[src/rtl/prt_pkg.sv]
package prt_pkg;
  localparam logic [1:0] SEL_LEN  = 2'd0;
  localparam logic [1:0] SEL_ID   = 2'd1;
  localparam logic [1:0] SEL_DONE = 2'd2;

  typedef struct packed {
    logic push;
    logic pop;
    logic empty;
    logic overflow;
  } prt_strobe_t;
endpackage

[src/rtl/prt_ctrl.sv]
module prt_ctrl
  import prt_pkg::*;
#(
  parameter int DEPTH = 4,
  parameter int LENW  = 24
) (
  input  logic            clk,
  input  logic            rst_n,
  input  logic            evtValid,
  input  logic            evtReportEn,
  input  logic [LENW-1:0] evtActualLen,
  input  logic [LENW-1:0] evtProgLen,
  input  logic            rdEn,
  input  logic [1:0]      rdSel,
  output prt_strobe_t     strb
);
  localparam int CNTW = $clog2(DEPTH + 1);
  localparam logic [CNTW-1:0] CAP = CNTW'(DEPTH);

  logic [CNTW-1:0] count;
  logic overflow;
  logic qualify, popReq, atCap, pushOk, dropEvt;

  assign qualify = evtValid && evtReportEn && (evtActualLen < evtProgLen);
  assign popReq  = rdEn && (rdSel == SEL_ID) && (count != '0);
  assign atCap   = (count == CAP);
  assign pushOk  = qualify && (!atCap || popReq);
  assign dropEvt = qualify && atCap && !popReq;

  always_ff @(posedge clk) begin
    if (!rst_n) begin
      count    <= '0;
      overflow <= 1'b0;
    end else begin
      if (pushOk && !popReq)      count <= count + 1'b1;
      else if (!pushOk && popReq) count <= count - 1'b1;
      if (dropEvt) overflow <= 1'b1;
    end
  end

  always_comb begin
    strb.push     = pushOk;
    strb.pop      = popReq;
    strb.empty    = (count == '0);
    strb.overflow = overflow;
  end


  no_overflow_chk: assert property (@(posedge clk) disable iff (!rst_n)
    count <= CAP);


  drop_full_chk: assert property (@(posedge clk) disable iff (!rst_n)
    (qualify && atCap && !popReq) |=> (overflow && count == CAP));


  sticky_ovf_chk: assert property (@(posedge clk) disable iff (!rst_n)
    overflow |=> overflow);


  ignore_evt_chk: assert property (@(posedge clk) disable iff (!rst_n)
    (!qualify && !popReq) |=> $stable(count));


  empty_read_chk: assert property (@(posedge clk) disable iff (!rst_n)
    (rdEn && count == '0 && !qualify) |=> (count == '0));
endmodule

[src/rtl/prt_data.sv]
module prt_data
  import prt_pkg::*;
#(
  parameter int DEPTH = 4,
  parameter int IDW   = 5,
  parameter int LENW  = 24,
  parameter int DATAW = 32
) (
  input  logic             clk,
  input  logic             rst_n,
  input  logic [IDW-1:0]   evtId,
  input  logic [LENW-1:0]  evtActualLen,
  input  logic [1:0]       rdSel,
  input  prt_strobe_t      strb,
  output logic [DATAW-1:0] rdData
);
  localparam int PTRW = (DEPTH > 1) ? $clog2(DEPTH) : 1;
  localparam logic [PTRW-1:0] LAST = PTRW'(DEPTH - 1);

  logic [IDW-1:0]  idMem  [DEPTH];
  logic [LENW-1:0] lenMem [DEPTH];
  logic [PTRW-1:0] wrPtr, rdPtr;

  function automatic logic [PTRW-1:0] bump(input logic [PTRW-1:0] p);
    return (p == LAST) ? '0 : p + 1'b1;
  endfunction

  for (genvar i = 0; i < DEPTH; i++) begin : g_slot
    always_ff @(posedge clk) begin
      if (strb.push && wrPtr == PTRW'(i)) begin
        idMem[i]  <= evtId;
        lenMem[i] <= evtActualLen;
      end
    end
  end

  always_ff @(posedge clk) begin
    if (!rst_n) begin
      wrPtr <= '0;
      rdPtr <= '0;
    end else begin
      if (strb.push) wrPtr <= bump(wrPtr);
      if (strb.pop)  rdPtr <= bump(rdPtr);
    end
  end

  always_comb begin
    rdData = '0;
    case (rdSel)
      SEL_LEN:  if (!strb.empty) rdData[LENW-1:0] = lenMem[rdPtr];
      SEL_ID:   if (!strb.empty) rdData[IDW-1:0]  = idMem[rdPtr];
      SEL_DONE: begin
        rdData[DATAW-1] = !strb.empty;
        rdData[DATAW-2] = strb.overflow;
      end
      default:  rdData = '0;
    endcase
  end


  pop_advance_chk: assert property (@(posedge clk) disable iff (!rst_n)
    strb.pop |=> (rdPtr != $past(rdPtr)));


  push_advance_chk: assert property (@(posedge clk) disable iff (!rst_n)
    strb.push |=> (wrPtr != $past(wrPtr)));
endmodule

[src/rtl/partial_report_fifo.sv]
module partial_report_fifo
  import prt_pkg::*;
#(
  parameter int DEPTH = 4,
  parameter int IDW   = 5,
  parameter int LENW  = 24,
  parameter int DATAW = 32
) (
  input  logic             clk,
  input  logic             rst_n,
  input  logic             evtValid,
  input  logic [IDW-1:0]   evtId,
  input  logic [LENW-1:0]  evtActualLen,
  input  logic [LENW-1:0]  evtProgLen,
  input  logic             evtReportEn,
  input  logic             rdEn,
  input  logic [1:0]       rdSel,
  output logic [DATAW-1:0] rdData
);
  prt_strobe_t strb;

  prt_ctrl #(.DEPTH(DEPTH), .LENW(LENW)) u_ctrl (
    .clk(clk), .rst_n(rst_n), .evtValid(evtValid), .evtReportEn(evtReportEn),
    .evtActualLen(evtActualLen), .evtProgLen(evtProgLen),
    .rdEn(rdEn), .rdSel(rdSel), .strb(strb)
  );

  prt_data #(.DEPTH(DEPTH), .IDW(IDW), .LENW(LENW), .DATAW(DATAW)) u_data (
    .clk(clk), .rst_n(rst_n), .evtId(evtId), .evtActualLen(evtActualLen),
    .rdSel(rdSel), .strb(strb), .rdData(rdData)
  );
endmodule

[config.mk]
export PLATFORM = sky130hd
export DESIGN_NAME = partial_report_fifo
export DESIGN_NICKNAME = d
export VERILOG_FILES = /design/src/rtl/prt_pkg.sv /design/src/rtl/prt_ctrl.sv /design/src/rtl/prt_data.sv /design/src/rtl/partial_report_fifo.sv
export SDC_FILE = /design/constraint.sdc
export NUM_CORES = 1
export LEC_CHECK = 0
export BUFFER_PORTS_ARGS = -buffer_cell sky130_fd_sc_hd__buf_2
export CAP_MARGIN = 40
export CORE_ASPECT_RATIO = 0.8
export CORE_UTILIZATION = 55
export DETAILED_ROUTE_END_ITERATION = 16
export PLACE_DENSITY = 0.78
export SLEW_MARGIN = 20
export SYNTH_ARGS = -nofsm -noshare
export SYNTH_HDL_FRONTEND = slang
export SYNTH_SLANG_ARGS = --single-unit
[constraint.sdc]
create_clock -name clk -period 4.97 [get_ports clk]
set_input_delay 0.994 -clock clk [delete_from_list [all_inputs] [get_ports clk]]
set_output_delay 0.994 -clock clk [all_outputs]
set_load 0.05 [all_outputs]
* Word-level counts from Yosys, hierarchy flattened
Memories as Yosys holds them, arrays and structs flattened. A register that Yosys moved wholly into a read port is not among the register bits. Cells that the tools add are included.
Word-level totals: register bits after elaboration 8, bits in writable memories 116, input bits 60, output and inout bits 32, logic and storage cells 86, memories 2
Operators by class: add/sub/neg operators 4, $lt $le $gt $ge 1, eq/ne operators 7, muxes and demuxes 39, reductions and logical operators 29
Memories:
- u_data.lenMem | depth 4, bits a word 24, read ports 1, clocked after Yosys merged registers in 1, wr ports 1, line prt_data.sv:21 | logic [LENW-1:0] lenMem [DEPTH];
- u_data.idMem | depth 4, bits a word 5, read ports 1, clocked after Yosys merged registers in 1, wr ports 1, line prt_data.sv:20 | logic [IDW-1:0] idMem [DEPTH];
Operator list (number):
- $mux W24 | 4
- $reduce_or A24 Y1 | 3
- $mux W2 | 13
- $lt A24 B24 Y1 | 1
- $mux W5 | 4
- $mux W19 | 1
- $reduce_or A5 Y1 | 3
- $mux W1 | 14
- $logic_and A1 B1 Y1 | 13
- $pmux W5 S2 | 1
- $eq A2 B2 Y1 const B | 4
- $mux W3 | 2
- $add A2 B1 Y2 const B | 2
- $eq A2 B1 Y1 const B | 2
- $logic_not A1 Y1 | 4
- $logic_not A2 Y1 | 2
- $add A3 B1 Y3 const B | 1
- $eq A3 B3 Y1 const B | 1
- $logic_not A3 Y1 | 1
- $reduce_bool A3 Y1 | 1
- $sub A3 B1 Y3 const B | 1
- $reduce_bool A2 Y1 | 1
- $logic_or A1 B1 Y1 | 1

* Depth between registers and ports, before layout
Gate-level depths: netlist of the first run.
depth after elaboration 12, depth in mapped cells 13, mapped depth without buffers 13

* By module
From an unflattened synthesis of the first run, not the netlist that was laid out.
Second synthesis, totals: cells, all modules 357, area total of the unflattened synthesis 5801.8 um^2
Modules (own cells, without submodules):
- prt_data | times used 1, cells an instance 246, area an instance 4923.5 um^2, sequential area each 3603.5 um^2
- prt_ctrl | times used 1, cells an instance 111, area an instance 878.3 um^2, sequential area each 80.1 um^2

* Worst setup path after synthesis of the first run
Ideal clock, no wire load.
path kind input-to-reg, from input port evtProgLen[9], to register u_ctrl.count[2], setup time 0.076 ns, data arrival time 3.402 ns, required time 4.894 ns, path slack 1.492 ns, cell stages on the path 13, path buffers 0, cell sequence inv_1 ha_1 a211oi_2 nor2_1 o31ai_2 o21ai_2 nor3b_4 ha_1 inv_1 fa_1 xor2_1 or3_1 a21boi_0
On the way: word-level cells in the longest chain between the ends 6, elaborated cells on any way between the ends 8, classes of those cells 1 x order compare; 1 x mux; 6 x reduce/logical
RTL lines:
- from (decl) | line partial_report_fifo.sv:14 | input logic [LENW-1:0] evtProgLen,
- $lt A24 B24 Y1 (*) | line prt_ctrl.sv:24 | assign qualify = evtValid && evtReportEn && (evtActualLen < evtProgLen);
- $logic_and A1 B1 Y1 (*) | line prt_ctrl.sv:24
- $logic_and A1 B1 Y1 (*) | line prt_ctrl.sv:27 | assign pushOk = qualify && (!atCap || popReq);
- net u_ctrl.pushOk | line prt_ctrl.sv:22 | logic qualify, popReq, atCap, pushOk, dropEvt;
- $logic_not A1 Y1 | line prt_ctrl.sv:36 | else if (!pushOk && popReq) count <= count - 1'b1;
- $logic_and A1 B1 Y1 | line prt_ctrl.sv:36
- $reduce_bool A2 Y1 (no source line)
- to (signal assigned) | line prt_ctrl.sv:35 | if (pushOk && !popReq) count <= count + 1'b1;
- to (signal assigned) | line prt_ctrl.sv:36
- to (decl) | line prt_ctrl.sv:20 | logic [CNTW-1:0] count;
Mark *: on every way through the listed nets, which the timed path passes. The rest lies on a longest branch. A chain may end at the register's enable or synchronous reset.

* Worst setup path in the final report of the first run
from input port rdSel[0], to output port rdData[6]
On the way: word-level cells in the longest chain between the ends 2
RTL lines:
- from (decl) | line partial_report_fifo.sv:17 | input logic [1:0] rdSel,
- $logic_not A2 Y1 | line prt_data.sv:49 | case (rdSel)
- $mux W19 | line prt_data.sv:49
- to (decl) | line partial_report_fifo.sv:18 | output logic [DATAW-1:0] rdData
No other way between the ends.

==> metrics.csv, run 1 <==
stage,metric,value,unit
status,outcome,"finished, final reports clean",
synth,ys_seq_elements,126,
synth,syn_area_per_cell,16.9,um^2
floorplan,dieHeight,92.2,um
sta,timing.final.crit_share,70.6,%
critical_path,cp_max_fo,12,
sta,fmax,0.285,GHz
sta,setup_viol,0,
pwr,p_total,2.75,mW
critical_path,cp_data_required_time,3.98,ns
global_route,grtUsageMet3,6.28,%
detailed_routing,totalWireLength,11100,um
floorplan,dieArea,0.0106,mm^2
sta,relSlewSlack,52.9,%
sta,finalClockSkew,0.00646,ns
synth,netlist_instances,331,
final_layout,final_cells,583,
synth,synth_cell_types,41,
global_route,use_met1,32.2,%
place,numPortBuffers,85,
critical_path,start_kind,input port,
detailed_routing,post_drt_via_cell_ratio,5.49,
global_route,antenna_found_initial,0,
final_layout,layout_common_cells,"116 x edfxtp_1, 85 x buf_2, 29 x mux4_2, 29 x ha_1, 27 x inv_1",
floorplan,row_count,32,
clocking,ctsHtreeMaxLevel,4,
clocking,clock-sinks,126,
final_layout,nets,524,
floorplan,start_util,57.2,%
final_layout,fin_area,0.00683,mm^2
final_layout,drive_gt1_share,36.5,%
pwr,ir_drop,0.000214,V
sta,finalWorstSetupSlack,1.46,ns
detailed_routing,vias,3202,
sta,final_hold_viol_count,0,
synth,ys_seq_area_share,65.9,%
pwr,p_leak,2.61,nW
global_route,overflow,0,
critical_path,reg2reg_from,u_ctrl.count[0],
final_layout,synthToLayoutAreaGrowth,22.2,%
final_layout,layout_commonest_cell,edfxtp_1,
place,gp_congestion,0.751,
floorplan,core_area,0.00977,mm^2
global_route,grtUsageTotal,23.1,%
detailed_routing,drc,0,
critical_path,slowest_delay,0.61,ns
detailed_routing,drt_pass1_iterations,6,
global_route,grt_busiest_layer,met2,
synth,synth_edf_count,116,
global_route,use_met2,34.4,%
place,postPlaceCellArea,0.00620,mm^2
global_route,grt_max_degree,27,
min_path,hold_start,u_ctrl.overflow,
synth,async_reset_ff_share,0,%
synth,netlist_area,0.00559,mm^2
clocking,clkTransAtPathRegs,0.05,ns
critical_path,critPathKind,in -> out,
sta,rsz0062_at_grt,false,
clocking,insertion_delay,0.41,ns
floorplan,num_io_pins,92,
sta,fin_setup_tns,0,ns
place,dpl.hpwl,7370,um
floorplan,chipWidth,115,um
detailed_routing,drt_iter0_drc,272,
detailed_routing,routedWlPerCell,19.0,um
sta,slew_violations,0,
critical_path,crit_top_cell,buf_2,
min_path,hold_class,reg -> reg,
final_layout,fill_cells,662,
job,drv_cap,0,
place,place_inst,550,
sta,period_needed,3.51,ns
clocking,postCtsSetupRepairBufs,0,
critical_path,crit_buf_inv,3,
global_route,grt_pass1_vias,3139,
pwr,power_density,403,mW/mm^2
clocking,clk_path_buf_depth,2,
clocking,cts_buffers,17,
critical_path,worst_setup_path_end_kind,output pin,
synth,ys.flop_type,edfxtp_1,
critical_path,cp_top_family,simple AND/OR/NAND/NOR gates,
synth,yosysWarnings,0,
critical_path,cp_slowest_cell,or3_1,
final_layout,antenna_cells,0,
place,place_ws,1.03,ns
clocking,ctsHoldBuffers,0,
clocking,cts_root_buf,clkbuf_16,
global_route,grt_pass1_wl,17000,um
sta,worst_slew_pin_slew,0.706,ns
critical_path,cp-startpoint,rdSel[0],
clocking,tritoncts,done,
critical_path,path_cells,buf_2 > or3_1 > buf_8 > nor2b_1 > buf_2,
critical_path,arrival,2.52,ns
detailed_routing,ant_nets,0,
clocking,cts.repair.resized,0,
## stage by stage
stage                     utilization (%)  hold slack [ns]
final                                69.9            0.483
after global routing                 69.9            0.487
after CTS                            69.8            0.467
after detailed placement             63.4            0.454
after global placement               63.2            0.448
after floorplan                         -            0.434
## logic make-up (layout without fill, tap and decap cells)
kind of cell	Yosys count	in the layout	synth area share [%]
flip-flops	126	126	65.9
AND/OR/NAND/NOR	67	67	7.12
buffers and inverters	43	154	3.51
multiplexers	38	38	13.3
adder cells (fa/ha/maj)	30	30	6.85
AO/OA/AOI/OAI	24	24	2.93
XOR/XNOR	2	2	0.313
other	1	6	0.0671
## power breakdown
part,internal [mW],switching [mW]
registers,1.18,0.0143
logic,0.101,0.167
clock network,0.837,0.452
## routing by layer
layer | part of all wire (%) | vias up
met2 | 47 | 145
met1 | 44 | 1577
met4 | 1.6 | 0
li1 | - | 1459
met3 | 7.4 | 21
met5 | 0 | -
## path summary, 6_finish.rpt
kind | endpoint | slack [ns] | cells after the start
hold / removal | u_ctrl.overflow | 0.48 | 1
setup reg to reg | u_ctrl.count[2] | 2.66 | 9
setup / recovery | rdData[6] | 1.46 | 5
hold reg to reg | u_ctrl.overflow | 0.48 | 1
## synthesized netlist by cell type (2+ instances only)
cell type  instances  area share (%)
edfxtp_1         116              62
ha_1              29             6.5
mux4_2            29              12
inv_1             27             1.8
nor2b_1           23             2.6
nor2_1            11            0.74
dfxtp_1           10             3.6
nand2_1           10            0.67
a21oi_1            9            0.81
mux2i_1            9             1.6
buf_4              8             1.1
and2_1             5            0.56
buf_2              4            0.36
clkbuf_1           4            0.27
o21ai_0            4            0.36
nand3_1            3            0.27
nor3_1             3            0.27
nand4_1            2            0.22
o21a_1             2            0.27
or3_1              2            0.22
## worst register-to-register path, cell delays in order (launching register included)
cell,delay [ns]
dfxtp_1,0.42
nor2_1,0.06
nand3_1,0.11
nor3b_4,0.33
ha_1,0.24
inv_1,0.06
fa_1,0.37
xor2_1,0.18
or3_1,0.30
a21boi_0,0.16
## flip-flops by register name (all words and copies together) (netlist names), named ones only
signal and flops:
u_data.lenMem 96, u_data.idMem 20, u_ctrl.count 3, u_data.rdPtr 2
u_data.wrPtr 2, u_ctrl.overflow 1
## final cells by class
class | count | area (um^2) | share of cell area, %
multi-input cells | 167 | 1730 | 25.3
clock buffers | 17 | 425 | 6.23
clock inverters | 15 | 194 | 2.84
well taps | 136 | 170 | 2.49
flip-flops and latches | 126 | 3680 | 53.9
repair buffers | 95 | 528 | 7.73
inverters | 27 | 101 | 1.48
Power figures use the tool's default switching activity.
==> inputs of run 2 (changes only) <==
clock period = 3.5 ns   (was 4.97 ns; I/O delays follow)
==> run 2 against run 1 <==
  * Sequential power grew 42%
  * Clock skew grew 0.0015 ns
  * Clock-buffer cell count grew 4
  * Cell area shrank 0.62%
  * Combinational power grew 43%
  * First-iteration DRC count shrank 25%
  * Sequential share of layout area grew 0.34 points
  * Global-route usage grew 0.14 points
  * Register-to-register slack lost 1.5 ns
  * Clock power grew 30%
  * Core utilization shrank 0.44 points
  * Critical path type is now in -> reg
==> metrics.csv, run 2 (same netlist as run 1, synthesis figures left out) <==
stage,metric,value,unit
final_layout,layout_common_cells,"116 x edfxtp_1, 85 x buf_2, 29 x mux4_2, 29 x ha_1, 27 x inv_1",
place,dpl.hpwl,7600,um
global_route,grtUsageTotal,23.2,%
clocking,cts_buffers,17,
sta,period_needed,3.11,ns
critical_path,r2r_end,u_ctrl.count[2],
clocking,clock-sinks,126,
pwr,p_leak,2.60,nW
detailed_routing,drt_pass1_iterations,5,
critical_path,r2r_slack,1.15,ns
final_layout,fill_cells,676,
floorplan,chipWidth,115,um
min_path,hold_class,reg -> reg,
detailed_routing,totalWireLength,11200,um
final_layout,largest_register,u_data.lenMem,
clocking,ctsHoldBuffers,0,
clocking,insertion_delay,0.41,ns
detailed_routing,vias,3163,
min_path,worstHoldPathCells,1,
global_route,overflow,0,
job,drv_cap,0,
clocking,tritoncts,done,
min_path,hold_start,u_ctrl.overflow,
final_layout,synthToLayoutAreaGrowth,21.5,%
pwr,ir_drop,0.000343,V
critical_path,ff2ff_path_depth,9,
floorplan,num_io_pins,92,
detailed_routing,drt_iter0_drc,204,
global_route,grt_pass1_vias,3284,
floorplan,start_util,57.2,%
final_layout,final_cells,586,
clocking,postCtsSetupRepairBufs,0,
critical_path,worst_setup_path_end_kind,register,
floorplan,row_count,32,
pwr,power_density,554,mW/mm^2
global_route,grt_max_degree,27,
clocking,clkTransAtPathRegs,0.05,ns
place,place_inst,555,
final_layout,layout_commonest_cell,edfxtp_1,
sta,finalClockSkew,0.00795,ns
final_layout,nets,528,
global_route,antenna_found_initial,0,
detailed_routing,drc,0,
sta,slew_violations,0,
clocking,cts_root_buf,clkbuf_16,
critical_path,reg2reg_from,u_ctrl.count[2],
final_layout,largest_reg_flops,96,
critical_path,start_kind,input port,
sta,fin_setup_tns,0,ns
floorplan,core_area,0.00977,mm^2
min_path,worstHoldEndpoint,u_ctrl.overflow,
floorplan,dieArea,0.0106,mm^2
sta,final_hold_viol_count,0,
clocking,ctsHtreeMaxLevel,4,
final_layout,multi_input_area,0.00173,mm^2
status,outcome,"finished, final reports clean",
critical_path,critPathKind,in -> reg,
final_layout,antenna_cells,0,
final_layout,largestRegisters,"u_data.lenMem: 96 flops, u_data.idMem: 20 flops, u_ctrl.count: 3 flops",
sta,setup_viol,0,
critical_path,cp_data_required_time,3.83,ns
final_layout,seq_area,0.00368,mm^2
sta,fmax,0.322,GHz
place,numPortBuffers,85,
clocking,clk_path_buf_depth,2,
detailed_routing,ant_nets,0,
sta,timing.final.crit_share,88.7,%
critical_path,arrival,3.44,ns
detailed_routing,post_drt_via_cell_ratio,5.40,
final_layout,drive_gt1_share,35.8,%
critical_path,cp_max_fo,5,
place,gp_congestion,0.761,
global_route,grt_pass1_wl,17300,um
floorplan,dieHeight,92.2,um
detailed_routing,routedWlPerCell,19.1,um
clocking,cts.repair.resized,0,
sta,rsz0062_at_grt,false,
==> run 2: worst max-delay path by stage <==
stage / slack [ns] / cells after the start / start / endpoint
floorplan: 0.32 / 13 / evtProgLen[9] / u_ctrl.count[2]
global placement: 0.12 / 13 / evtActualLen[19] / u_ctrl.count[2]
detailed placement: -0.05 / 13 / evtActualLen[19] / u_ctrl.count[2]
CTS: 0.40 / 13 / evtActualLen[19] / u_ctrl.count[2]
global route: 0.21 / 13 / evtActualLen[19] / u_ctrl.count[2]
finish: 0.39 / 13 / evtActualLen[19] / u_ctrl.count[2]
==> run 2: power by group <==
part	leakage (nW)	internal (mW)	switching, mW
Sequential	1.13	1.68	0.0161
Clock	0.277	1.10	0.579
Combinational	1.20	0.144	0.240
==> run 2: layer usage <==
| layer | track usage [%] | wire length, um | vias up |
|---|---|---|---|
| met4 | 9.31 | 150 | 0 |
| met3 | 8.46 | 686 | 13 |
| met2 | 36.0 | 5500 | 110 |
| met5 | 0 | 0 | - |
| met1 | 29.8 | 4830 | 1576 |
| li1 | - | - | 1464 |
==> run 2: final cells by class <==
cell class              count  share of cell area [%]
repair buffers             99                    8.00
inverters                  27                    1.49
clock inverters            10                    1.79
flip-flops and latches    126                    54.3
multi-input cells         167                    25.5
clock buffers              21                    6.49
well taps                 136                    2.51
==> run 2: critical path, cell delays in order <==
cell       delay, ns
buf_2           0.12
ha_1            0.32
a21oi_1         0.17
o21a_1          0.15
a2bb2oi_1       0.25
o211ai_2        0.18
nor3b_4         0.22
ha_1            0.21
inv_1           0.07
fa_1            0.39
xor2_1          0.18
or3_1           0.31
a21boi_0        0.17
==> run 2: through the flow <==
step / instance area, um^2 / utilization (%) / total power, mW / hold WS, ns / setup slack (ns)
floorplan: 5610 / - / 1.99 / 0.434 / 0.316
global placement: 6230 / 63.7 / 2.10 / 0.451 / 0.117
detailed placement: 6230 / 63.7 / 2.11 / 0.473 / -0.0516
CTS: 6790 / 69.5 / 3.79 / 0.485 / 0.402
global route: 6790 / 69.5 / 3.90 / 0.501 / 0.207
finish: 6790 / 69.5 / 3.76 / 0.477 / 0.394
==> inputs of run 3 (changes only) <==
SYNTH_HIERARCHICAL = 1   (was not set)
clock period = 3.45 ns   (was 3.5 ns; I/O delays follow)
==> run 3 against run 2 <==
  * Combinational power is 8.9% higher
  * Power is 2.0% higher
  * Clock power hardly changed
  * Global-route usage is 1.3 points lower
  * Sequential share of layout area is 2.4 points lower
  * First-iteration DRC count is 22% lower
  * Non-clock buffer count is 9 higher
  * Sequential cell count stayed put
  * Clock skew is 0.0030 ns higher
  * Sequential power hardly changed
  * Largest cell class unchanged
==> metrics.csv, run 3 <==
stage,metric,value,unit
status,outcome,"finished, final reports clean",
critical_path,cp_data_required_time,3.79,ns
critical_path,arrival,3.57,ns
place,numPortBuffers,85,
clocking,clock-sinks,126,
detailed_routing,wl_met2,5270,um
synth,synth_area_leaders,"edfxtp_1 60%, ha_1 6.3%, mux4_2 4.7%, mux2i_1 4.0%, dfxtp_1 3.5%",
final_layout,drive_gt1_share,33.5,%
floorplan,dieHeight,93.9,um
final_layout,nets,560,
pwr,power_density,540,mW/mm^2
critical_path,start_kind,input port,
sta,rsz0062_at_grt,false,
place,place_ws,-0.165,ns
final_layout,fill_cells,721,
sta,timing.final.crit_share,93.5,%
sta,fmax,0.310,GHz
pwr,p_leak,2.76,nW
detailed_routing,detailroute.wirelength.met3,532,um
detailed_routing,drc,0,
synth,ys_seq_area_share,63.5,%
sta,worst_slew_pin_slew,0.572,ns
detailed_routing,totalWireLength,10900,um
clocking,ctsHtreeMaxLevel,4,
detailed_routing,routedWlPerCell,17.4,um
detailed_routing,vias,3328,
floorplan,start_util,56.7,%
global_route,grtUsageTotal,21.9,%
final_layout,antenna_cells,0,
floorplan,row_count,33,
global_route,grt_max_degree,24,
synth,ys_seq_elements,126,
final_layout,synthToLayoutAreaGrowth,22.3,%
place,gp_congestion,0.766,
synth,synth_top_area_share,60.0,%
clocking,ctsHoldBuffers,0,
sta,finalClockSkew,0.0110,ns
synth,synth_cell_types,45,
place,place_inst,591,
final_layout,final_cells,623,
sta,finalWorstSetupSlack,0.223,ns
sta,setup_viol,0,
clocking,cts_root_buf,clkbuf_16,
critical_path,worst_setup_path_end_kind,register,
synth,netlist_instances,357,
critical_path,path_cells,buf_2 > ha_1 > a21o_1 > a211oi_2 > o21ai_1 > a2111o_1 > a21oi_1 > ha_1 > inv_1 > fa_1 > xor2_1 > or3_1 > a21boi_0,
sta,relSlewSlack,61.8,%
detailed_routing,ant_nets,0,
final_layout,layout_common_cells,"116 x edfxtp_1, 85 x buf_2, 29 x ha_1",
final_layout,fin_area,0.00710,mm^2
min_path,hold_class,in -> reg,
floorplan,num_io_pins,92,
synth,synth_edf_count,116,
detailed_routing,drt_pass1_iterations,4,
synth,async_reset_ff_share,0,%
clocking,tritoncts,done,
synth,syn_area_per_cell,16.3,um^2
synth,ys.flop_type,edfxtp_1,
sta,slew_violations,0,
critical_path,crit_top_cell,ha_1,
floorplan,core_area,0.0102,mm^2
clocking,cts_buffers,17,
sta,period_needed,3.23,ns
floorplan,dieArea,0.0110,mm^2
final_layout,largestRegisters,"u_data/lenMem: 96 flops, u_data/idMem: 20 flops, u_ctrl/count: 3 flops",
synth,synthTopCellsByCount,"116 x edfxtp_1, 29 x ha_1, 28 x inv_1",
global_route,grt_pass1_vias,3413,
job,drv_cap,0,
clocking,postCtsSetupRepairBufs,0,
clocking,insertion_delay,0.42,ns
critical_path,cp_slowest_cell,a2111o_1,
sta,final_hold_viol_count,0,
critical_path,cp_max_fo,2,
place,dpl.hpwl,7550,um
global_route,grt_pass1_wl,16900,um
detailed_routing,drt_iter0_drc,160,
clocking,clk_path_buf_depth,2,
final_layout,largest_register,u_data/lenMem,
synth,yosysWarnings,6,
synth,yosysMostFrequentCell,edfxtp_1,
detailed_routing,wl_met1,4850,um
detailed_routing,post_drt_via_cell_ratio,5.34,
final_layout,layout_commonest_cell,edfxtp_1,
global_route,antenna_found_initial,0,
floorplan,chipWidth,117,um
global_route,overflow,0,
pwr,ir_drop,0.000443,V
synth,netlist_area,0.00580,mm^2
detailed_routing,highest_layer,met4,
critical_path,critPathKind,in -> reg,
final_layout,largest_reg_flops,96,
clocking,clkTransAtPathRegs,0.05,ns
synth,synth_top_cell_by_area,edfxtp_1,
clocking,cts.repair.resized,0,
critical_path,slowest_delay,0.42,ns
place,postPlaceCellArea,0.00653,mm^2
run 3: cell count changes after synthesis, sizes merged, moves of 4 or more:
cell	change
nand3	+6
mux4	-10
clkbuf	-4
and3	+4
buf	+7
a21oi	+4
a22oi	+5
mux2i	+14
nor2	-7
nand2	-4
run 3: routing by layer:
metal  vias to the layer above  track usage, %
met4                         0            9.92
li1                       1580               -
met5                         -               0
met1                      1630            27.4
met3                        19            5.61
met2                        99            36.0
run 3: power breakdown:
| part | switching (mW) | total, mW | internal (mW) |
|---|---|---|---|
| sequential | 0.0179 | 1.72 | 1.70 |
| clock | 0.585 | 1.69 | 1.11 |
| combinational | 0.255 | 0.418 | 0.163 |
run 3: metrics by stage:
step	power, mW	hold WS, ns	util [%]	setup TNS (ns)
CTS	3.86	0.474	69.3	0
detailed placement	2.17	0.525	63.7	-0.165
global route	3.96	0.478	69.3	0
floorplan	2.04	0.468	-	0
global placement	2.15	0.511	63.7	-0.0578
finish	3.83	0.487	69.3	0
run 3: path summary, 6_finish.rpt:
kind,startpoint,end,slack (ns),depth (start not counted)
worst min register to register,u_ctrl/overflow,u_ctrl/overflow,0.53,2
worst min-delay path,evtId[2],u_data/idMem[0][2],0.49,1
worst max register to register,u_ctrl/count[2],u_ctrl/count[2],1.14,8
worst max-delay path,evtActualLen[6],u_ctrl/count[2],0.22,13
run 3: layout make-up:
class | instances | area [um^2] | share of cell area (%)
flip-flops and latches | 126 | 3680 | 51.9
multi-input cells | 189 | 1880 | 26.4
repair buffers | 108 | 686 | 9.66
clock buffers | 24 | 482 | 6.79
well taps | 140 | 175 | 2.47
inverters | 28 | 105 | 1.48
clock inverters | 8 | 90.1 | 1.27
run 3: kinds of logic after synthesis:
kind of cell	count (synthesis)	share of synthesized area, %
flip-flops	126	63.5
AND/OR/NAND/NOR	72	8.69
buffers and inverters	47	4.51
multiplexers	42	11.8
AO/OA/AOI/OAI	37	4.55
adder cells (fa/ha/maj)	30	6.60
XOR/XNOR	2	0.302
other	1	0.0646
run 3: critical path, delay by kind of cell:
family | cells | cell delay (ns)
AO/OA/AOI/OAI | 6 | 1.33
adder cells (fa/ha/maj) | 3 | 0.88
AND/OR/NAND/NOR | 1 | 0.31
XOR/XNOR | 1 | 0.18
buffers and inverters | 2 | 0.17
